**src/rtl/spi_cs_pkg.sv**
```systemverilog
package spi_cs_pkg;
  typedef enum logic [1:0] {
    ST_IDLE,
    ST_LEAD,
    ST_SHIFT,
    ST_GAP
  } cs_state_e;
endpackage

```
**src/rtl/spi_cs_phase.sv**
```systemverilog
// Position counter within one serial period of div+1 system clocks.
module spi_cs_phase #(
  parameter int DIV_W = 8
) (
  input  logic             clk,
  input  logic             rst_n,
  input  logic             run_i,
  input  logic [DIV_W-1:0] div_i,
  output logic             at_zero_o,
  output logic             at_mid_o,
  output logic             second_half_o,
  output logic             slot_end_o
);
  localparam int HW = DIV_W + 1;

  logic [DIV_W-1:0] cnt_q;
  logic [HW-1:0]    half;

  assign half          = HW'(({1'b0, div_i} + HW'(1)) >> 1);
  assign at_zero_o     = (cnt_q == '0);
  assign at_mid_o      = ({1'b0, cnt_q} == half);
  assign second_half_o = ({1'b0, cnt_q} >= half);
  assign slot_end_o    = run_i && (cnt_q == div_i);

  always_ff @(posedge clk or negedge rst_n) begin
    if (!rst_n)          cnt_q <= '0;
    else if (!run_i)     cnt_q <= '0;
    else if (slot_end_o) cnt_q <= '0;
    else                 cnt_q <= cnt_q + DIV_W'(1);
  end
endmodule

```
**src/rtl/spi_cs_txsel.sv**
```systemverilog
// Chooses the bit presented on MOSI from the period index and half.
module spi_cs_txsel #(
  parameter int WORD_W = 8
) (
  input  logic              in_lead_i,
  input  logic              in_shift_i,
  input  logic              early_i,
  input  logic              second_half_i,
  input  logic [(WORD_W>1 ? $clog2(WORD_W) : 1)-1:0] bidx_i,
  input  logic [WORD_W-1:0] word_i,
  output logic              mosi_o
);
  localparam int BIT_W = (WORD_W > 1) ? $clog2(WORD_W) : 1;
  localparam logic [BIT_W-1:0] LAST_BIT = BIT_W'(WORD_W - 1);

  logic [BIT_W-1:0] idx;

  always_comb begin
    idx = LAST_BIT - bidx_i;
    if (early_i && second_half_i && (bidx_i != LAST_BIT)) idx = idx - BIT_W'(1);
    if (in_shift_i)     mosi_o = word_i[idx];
    else if (in_lead_i) mosi_o = early_i && second_half_i && word_i[WORD_W-1];
    else                mosi_o = 1'b0;
  end
endmodule

```
**src/rtl/spi_cs_rx.sv**
```systemverilog
// Receive shifter and word capture.
module spi_cs_rx #(
  parameter int WORD_W = 8
) (
  input  logic              clk,
  input  logic              rst_n,
  input  logic              sample_i,
  input  logic              capture_i,
  input  logic              miso_i,
  output logic [WORD_W-1:0] rx_data_o,
  output logic              rx_valid_o
);
  logic [WORD_W-1:0] sh_q;
  logic [WORD_W-1:0] sh_next;

  assign sh_next = {sh_q[WORD_W-2:0], miso_i};

  always_ff @(posedge clk or negedge rst_n) begin
    if (!rst_n) begin
      sh_q       <= '0;
      rx_data_o  <= '0;
      rx_valid_o <= 1'b0;
    end else begin
      if (sample_i) sh_q <= sh_next;
      // sample and capture coincide when the period is two clocks
      if (capture_i) rx_data_o <= sample_i ? sh_next : sh_q;
      rx_valid_o <= capture_i;
    end
  end
endmodule

```
**src/rtl/spi_cs_master.sv**
```systemverilog
module spi_cs_master
  import spi_cs_pkg::*;
#(
  parameter int WORD_W = 8,
  parameter int DIV_W  = 8
) (
  input  logic              clk,
  input  logic              rst_n,
  input  logic [DIV_W-1:0]  div_i,
  input  logic              early_i,
  input  logic              cpol_i,
  input  logic [WORD_W-1:0] tx_data_i,
  input  logic              tx_valid_i,
  output logic              tx_ready_o,
  input  logic              miso_i,
  output logic              sclk_o,
  output logic              mosi_o,
  output logic              ss_n_o,
  output logic [WORD_W-1:0] rx_data_o,
  output logic              rx_valid_o
);
  localparam int BIT_W = (WORD_W > 1) ? $clog2(WORD_W) : 1;
  localparam logic [BIT_W-1:0] LAST_BIT = BIT_W'(WORD_W - 1);

  cs_state_e         st_q;
  logic [BIT_W-1:0]  bidx_q;
  logic [WORD_W-1:0] word_q;
  logic [DIV_W-1:0]  div_q;
  logic              early_q;

  logic accept, run;
  logic at_zero, at_mid, second_half, slot_end;
  logic in_lead, in_shift, rx_sample, rx_capture;

  assign accept   = tx_valid_i && (st_q == ST_IDLE);
  assign run      = (st_q != ST_IDLE);
  assign in_lead  = (st_q == ST_LEAD);
  assign in_shift = (st_q == ST_SHIFT);

  spi_cs_phase #(.DIV_W(DIV_W)) u_phase (
    .clk           (clk),
    .rst_n         (rst_n),
    .run_i         (run),
    .div_i         (div_q),
    .at_zero_o     (at_zero),
    .at_mid_o      (at_mid),
    .second_half_o (second_half),
    .slot_end_o    (slot_end)
  );

  // Period sequencer: lead-in, WORD_W data periods, deasserted gap.
  always_ff @(posedge clk or negedge rst_n) begin
    if (!rst_n) begin
      st_q    <= ST_IDLE;
      bidx_q  <= '0;
      word_q  <= '0;
      div_q   <= '0;
      early_q <= 1'b0;
    end else begin
      unique case (st_q)
        ST_IDLE: if (accept) begin
          st_q    <= ST_LEAD;
          word_q  <= tx_data_i;
          div_q   <= div_i;    // timing fixed per word
          early_q <= early_i;
        end
        ST_LEAD: if (slot_end) begin
          st_q   <= ST_SHIFT;
          bidx_q <= '0;
        end
        ST_SHIFT: if (slot_end) begin
          if (bidx_q == LAST_BIT) st_q <= ST_GAP;
          else                    bidx_q <= bidx_q + BIT_W'(1);
        end
        ST_GAP: if (slot_end) st_q <= ST_IDLE;
        default: st_q <= ST_IDLE;
      endcase
    end
  end

  spi_cs_txsel #(.WORD_W(WORD_W)) u_txsel (
    .in_lead_i     (in_lead),
    .in_shift_i    (in_shift),
    .early_i       (early_q),
    .second_half_i (second_half),
    .bidx_i        (bidx_q),
    .word_i        (word_q),
    .mosi_o        (mosi_o)
  );

  assign rx_sample  = in_shift && (early_q ? at_zero : at_mid);
  assign rx_capture = in_shift && slot_end && (bidx_q == LAST_BIT);

  spi_cs_rx #(.WORD_W(WORD_W)) u_rx (
    .clk        (clk),
    .rst_n      (rst_n),
    .sample_i   (rx_sample),
    .capture_i  (rx_capture),
    .miso_i     (miso_i),
    .rx_data_o  (rx_data_o),
    .rx_valid_o (rx_valid_o)
  );

  assign tx_ready_o = (st_q == ST_IDLE);
  assign ss_n_o     = !(in_lead || in_shift);
  assign sclk_o     = cpol_i ^ (in_shift && !second_half);
endmodule

```
**config.mk**
```make
export PLATFORM = sky130hd
export DESIGN_NAME = spi_cs_master
export DESIGN_NICKNAME = d
export VERILOG_FILES = /design/src/rtl/spi_cs_pkg.sv /design/src/rtl/spi_cs_phase.sv /design/src/rtl/spi_cs_txsel.sv /design/src/rtl/spi_cs_rx.sv /design/src/rtl/spi_cs_master.sv
export SDC_FILE = /design/constraint.sdc
export NUM_CORES = 1
export LEC_CHECK = 0
export ABC_AREA = 1
export CAP_MARGIN = 20
export CORE_MARGIN = 1.5
export CORE_UTILIZATION = 48
export CTS_CLUSTER_SIZE = 24
export DETAILED_ROUTE_END_ITERATION = 10
export GPL_TIMING_DRIVEN = 0
export PLACE_DENSITY_LB_ADDON = 0.1
export RECOVER_POWER = 25
export SYNTH_ARGS = -nofsm -noshare
export SYNTH_HDL_FRONTEND = slang
export SYNTH_SLANG_ARGS = --single-unit
```
**constraint.sdc**
```tcl
create_clock -name clk -period 9 [get_ports clk]
set_input_delay 1.8 -clock clk [delete_from_list [all_inputs] [get_ports clk]]
set_output_delay 1.8 -clock clk [all_outputs]
set_load 0.1 [all_outputs]
```
Word level (Yosys, flattened, before mapping)
Index checks and enable logic that the tools add are counted.

word-level totals
  flip-flop bits (word level) = 47
  bits in latches = 0
  bits in writable memories = 0
  ROM bits = 0
  output and inout bits = 13
  memories = 0

operators by class
  add/sub/neg operators = 5
  multiply operators = 0
  div/mod/pow operators = 0
  order comparisons = 2
  equal/unequal tests = 13
  shift operators = 0
  multiplexer cells = 19
  bitwise operators = 1
  reductions and logical operators = 19

operators by type and width
  operator                                                     count
  2-to-1 mux 8 bit                                             3
  == test 8 bit                                                2
  2-to-1 mux 3 bit                                             4
  2-to-1 mux 2 bit                                             5
  adder 8 x 1 -> 9 bit (second input constant)                 1
  logical AND 1 bit                                            9
  adder 8 x 1 -> 8 bit (second input constant)                 1
  >= comparator 8 bit                                          1
  zero test 8 bit                                              1
  != test 2 bit (second input constant)                        4
  one-hot mux 2 bit (4 select lines)                           1
  one-hot mux 3 bit (2 select lines)                           1
  AND reduction 5 bit                                          1
  == test 2 bit (second input constant)                        2
  less-than comparator 3 x 4 -> 1 bit (second input constant)  1
  2-to-1 mux 1 bit                                             4
  != test 2 x 1 -> 1 bit (second input constant)               2
  AND reduction 4 bit                                          1
  nonzero test 2 bit                                           2
  adder 3 x 1 -> 3 bit (second input constant)                 1
  binary-select mux 1 bit (select 3 bit)                       1
  == test 3 bit (second input constant)                        1
  != test 3 bit (second input constant)                        1
  subtractor 3 x 1 -> 3 bit (second input constant)            1
  7 further kinds                                              8

Depth between registers and ports, before layout
  depth after elaboration = 8
  depth in mapped cells = 20
  mapped depth without buffers = 20

By module
Synthesis repeated with hierarchy kept, for this count alone.

unflattened totals
  cell total of the unflattened synthesis = 416
  area total of the unflattened synthesis = 3004.1 sq um

modules (own cells, without submodules)
  module         instances  cells each  area an instance (sq um)
  spi_cs_master  1          128         1071.0
  spi_cs_phase   1          168         1014.7
  spi_cs_rx      1          78          706.9
  spi_cs_txsel   1          42          211.5

Worst setup path before layout
Ideal clock, no wire load.

  path type = reg2out
  from = register div_q[2]
  to = output sclk_o
  arrival = 3.306 ns
  data required time = 7.200 ns
  path slack = 3.894 ns
  stages on the path, launching flop included = 15
  path buffers = 0
  cells stage by stage = dfrtp_1 -> nand3_1 -> nor3_1 -> nand3_1 -> xor2_1 -> inv_1 -> ha_1 -> nand2_1 -> nor2_2 -> nand2_2 -> nand2_2 -> nor2_4 -> nand2_8 -> nor2_1 -> xor2_1

on the way
  cells in the longest elaborated chain, start to end = 5

ends and longest elaborated chain
  element                 line                  text
  start, declared         spi_cs_master.sv:28   logic [DIV_W-1:0] div_q;
  start signal, assigned  spi_cs_master.sv:64   div_q <= div_i;
  adder 8 x 1 -> 9 bit    spi_cs_phase.sv:19    assign half = HW'(({1'b0, div_i} + HW'(1)) >> 1);
  >= comparator 8 bit     spi_cs_phase.sv:22    assign second_half_o = ({1'b0, cnt_q} >= half);
  zero test 1 bit         spi_cs_master.sv:106  assign sclk_o = cpol_i ^ (in_shift && !second_half);
  logical AND 1 bit       spi_cs_master.sv:106
  bitwise XOR 1 bit       spi_cs_master.sv:106
  end, declared           spi_cs_master.sv:16   output logic sclk_o,

Every way passes these cells.

Worst setup path in the final report
  from = register div_q[2]
  to = output mosi_o

on the way
  cells in the longest elaborated chain, start to end = 8

ends and longest elaborated chain
  element                                 line                                    text
  adder 8 x 1 -> 9 bit (*)                spi_cs_phase.sv:19
  >= comparator 8 bit (*)                 spi_cs_phase.sv:22
  logical AND 1 bit (*)                   spi_cs_txsel.sv:20, spi_cs_txsel.sv:22
  logical AND 1 bit                       spi_cs_txsel.sv:20                      if (early_i && second_half_i && (bidx_i != LAST_BIT)) idx = idx - BIT_W'(1);
  2-to-1 mux 3 bit                        spi_cs_txsel.sv:20
  binary-select mux 1 bit (select 3 bit)  spi_cs_txsel.sv:21                      if (in_shift_i) mosi_o = word_i[idx];
  2-to-1 mux 1 bit (not written as such)  spi_cs_txsel.sv:21
  2-to-1 mux 1 bit (*)                    spi_cs_txsel.sv:21
  end, declared                           spi_cs_master.sv:17                     output logic mosi_o,

Mark *: on every way between the ends. The rest lies on a longest branch, timed or not. The select of a mux whose other input is x is not followed.

==> results.tsv <==
stage	metric	value	unit
setup_path	CP endpoint kind	output pin	
placed_design	RePlAce Congestion	0.766	
synthesis	Yosys top cell area share	0.438	
final_layout	nets	380	
grt	overall routing resource usage	0.201	
cts	# clock sinks	47	
routing	first-pass detailed-route iteration total	4	
grt	vias in the first global route	2035	
sta	Setup TNS Final	0	ns
setup_path	Setup CP Type	reg -> out	
sta	final setup violation count	0	
placed_design	port bufs	34	
routing	post-route ant nets	0	
synthesis	most common cell in the netlist	nand2_1	
routing	drt initial violations	76	
cts	Worst-Skew Late Latency	0.31	ns
outcome	failing checks	max-capacitance violations	
placed_design	DP HPWL	4070	µm
final_layout	Register Area	1180	µm²
cts	setup bufs post-CTS	0	
grt	pin count of the biggest net entering global routing	30	
setup_path	Max Fanout on Critical Path	5	
sta	final-report hold violation count	0	
cts	CTS Hold Bufs	0	
floorplanning	Die ar.	6050	µm²
routing	DRC viols	0	
cts	CTS root buffer	clkbuf_8	
final_layout	multi-input logic area	1320	µm²
sta	measured slew at the worst slew-check pin	1.49	ns
synthesis	Post-synth top cells	65 x nand2_1, 47 x dfrtp_1, 27 x nand3_1	
synthesis	post-synth cell types	38	
cts	Resize count post-CTS	0	
hold_path	worst min-delay path category	reg -> reg	
final_layout	share of cells above drive strength 1	0.135	
cts	CTS tree	yes	
run	Max Cap Viol	1	
setup_path	CP arrival	4.11	ns
setup_path	Reg-to-Reg Start	div_q[2]$_DFFE_PN0P_	
synthesis	post-synth top area cell	dfrtp_1	
synthesis	number of synthesized register bits	47	
cts	# H-tree levels	2	
cts	clock transition at the registers of the reported paths	0.10	ns
sta	clock skew	0.0138	ns
floorplanning	Die Ht	77.8	µm
routing	DR WL/cell	13.0	µm
grt	global-route wire length before repair	9490	µm
synthesis	synth warn	0	
synthesis	Seq/Total Area, Yosys	0.438	
hold_path	worst hold path depth	2	
synthesis	top cells by area, synth	dfrtp_1 44%, nand2_1 9.1%, ha_1 7.9%, nand3_1 5.0%, mux2_2 4.6%	
pwr	PD cells	291	nW/µm²
sta	final cycle utilization of the critical path	0.657	
synthesis	Post-Syn Area	2680	µm²
setup_path	Worst EP required	7.20	ns
sta	relative slew slack	0.00380	
pwr	maximum vdd drop	257	µV
pwr	leak pwr	0.00156	µW
cts	clk buf depth	2	
setup_path	R2R cell count	15	
sta	f_max	169	MHz
grt	GR Overflow Total	0	
final_layout	Area Growth Syn to Fin	19.4	%
floorplanning	die width	77.8	µm
cts	CTS buffer count	5	
routing	via count	2059	
sta	post-route setup slack	3.09	ns
setup_path	crit path launch type	flop	
synthesis	Syn Inst Count	299	
floorplanning	# rows	27	
outcome	outcome	finished, violations left	
hold_path	worst hold start	u_rx.rx_data_o[6]$_DFFE_PN0P_	
grt	initial antenna violation count	0	
setup_path	CP startpoint	div_q[2]$_DFFE_PN0P_	
routing	routed wire length	5400	µm
sta	RSZ-0062 raised after global routing	false	
synthesis	Synth Flop Type	dfrtp_1	
sta	Slew Limit Fails	0	
routing	routed vias/inst	4.97	
floorplanning	core area	5440	µm²
synthesis	number of flops mapped to enable cells by yosys	0	
placed_design	Place WS	3.43	ns
floorplanning	IO Count	35	
floorplanning	Initial Util	0.493	
synthesis	Avg Cell Area, Syn	8.98	µm²
synthesis	syn_nets	338	
final_layout	fill count	505	
sta	Final Critical Period	5.91	ns
final_layout	Antenna Cells	0	
synthesis	Async SR Flop Fraction	1.00	
==> where the power goes <==
part	leakage (µW)	switching, µW	internal (µW)
registers	0.000597	51.2	272
logic	0.000910	284	163
clock network	0.0000548	77.2	83.7
==> per-layer routing <==
metal,GRT usage,wire length (µm)
met5,0,0
met4,0.0545,59
met3,0.0447,147
met2,0.330,2640
met1,0.267,2560
==> cell families after synthesis <==
| group | count (synthesis) | share of synthesized area |
|---|---|---|
| and+or+nand+nor | 142 | 0.256 |
| DFF | 47 | 0.438 |
| buffers and inverters | 35 | 0.0615 |
| AOI/OAI and AO/OA | 32 | 0.0695 |
| adders and majority gates | 17 | 0.0793 |
| xor gates and xnor gates | 15 | 0.0489 |
| muxes | 11 | 0.0462 |
==> critical path: stages, from the launching register on <==
cell             delay (ns)
dfrtp_1                0.44
nand3_1                0.14
nor3_1                 0.29
nand3_1                0.14
xor2_1                 0.15
inv_1                  0.05
ha_1                   0.27
nand2_1                0.07
nor2_2                 0.17
nand2_2                0.09
nand2_2                0.09
nor2_4                 0.05
nand2_8                0.08
nand4_1                0.18
nand3b_1               0.15
nand3_1                0.07
nand3_1                0.08
nand3_1                0.08
nand2_1                0.08
clkdlybuf4s50_1        1.12
==> flip-flops by register name (all words and copies together), names as in the netlist <==
name	cells
div_q	8
u_phase.cnt_q	8
u_rx.rx_data_o	8
u_rx.sh_q	8
word_q	8
bidx_q	3
st_q	2
early_q	1
u_rx.rx_valid_o	1
==> path summary, 6_finish.rpt <==
check	to	slack (ns)
min	u_rx.rx_data_o[6]$_DFFE_PN0P_	0.48
max reg2reg	u_rx.rx_data_o[1]$_DFFE_PN0P_	6.31
min reg2reg	u_rx.rx_data_o[6]$_DFFE_PN0P_	0.48
max	mosi_o	3.09
max in group asynchronous	word_q[2]$_DFFE_PN0P_	5.42
min in group asynchronous	div_q[7]$_DFFE_PN0P_	1.67
==> cell type report <==
type | instances | area share
Multi-Input combinational cell | 217 | 0.412
Sequential cell | 47 | 0.367
Timing Repair Buffer | 35 | 0.105
Inverter | 27 | 0.0316
Tap cell | 72 | 0.0281
Clock buffer | 5 | 0.0215
Buffer | 8 | 0.0199
Clock inverter | 3 | 0.0144
==> per-stage QoR <==
stage	cells	util	hold slack [ns]	total power (µW)	area, µm²
after floorplan	299	-	0.438	675	2680
after global placement	405	0.573	0.459	772	3110
after detailed placement	406	0.575	0.465	783	3130
after CTS	414	0.597	0.488	947	3240
after global routing	414	0.589	0.508	1010	3200
final	414	0.589	0.484	931	3200
==> placed cells by master (no fill, tap or decap), drive strengths merged, types with 9 or more instances in the layout <==
cell type	n
a21oi	9
clkbuf	9
clkdlybuf4s50	33
dfrtp	47
ha	17
inv	28
mux2	11
nand2	74
nand3	28
nor2	28
o21ai	17
xor2	11
Note: power is estimated with default switching activity, not from simulation.
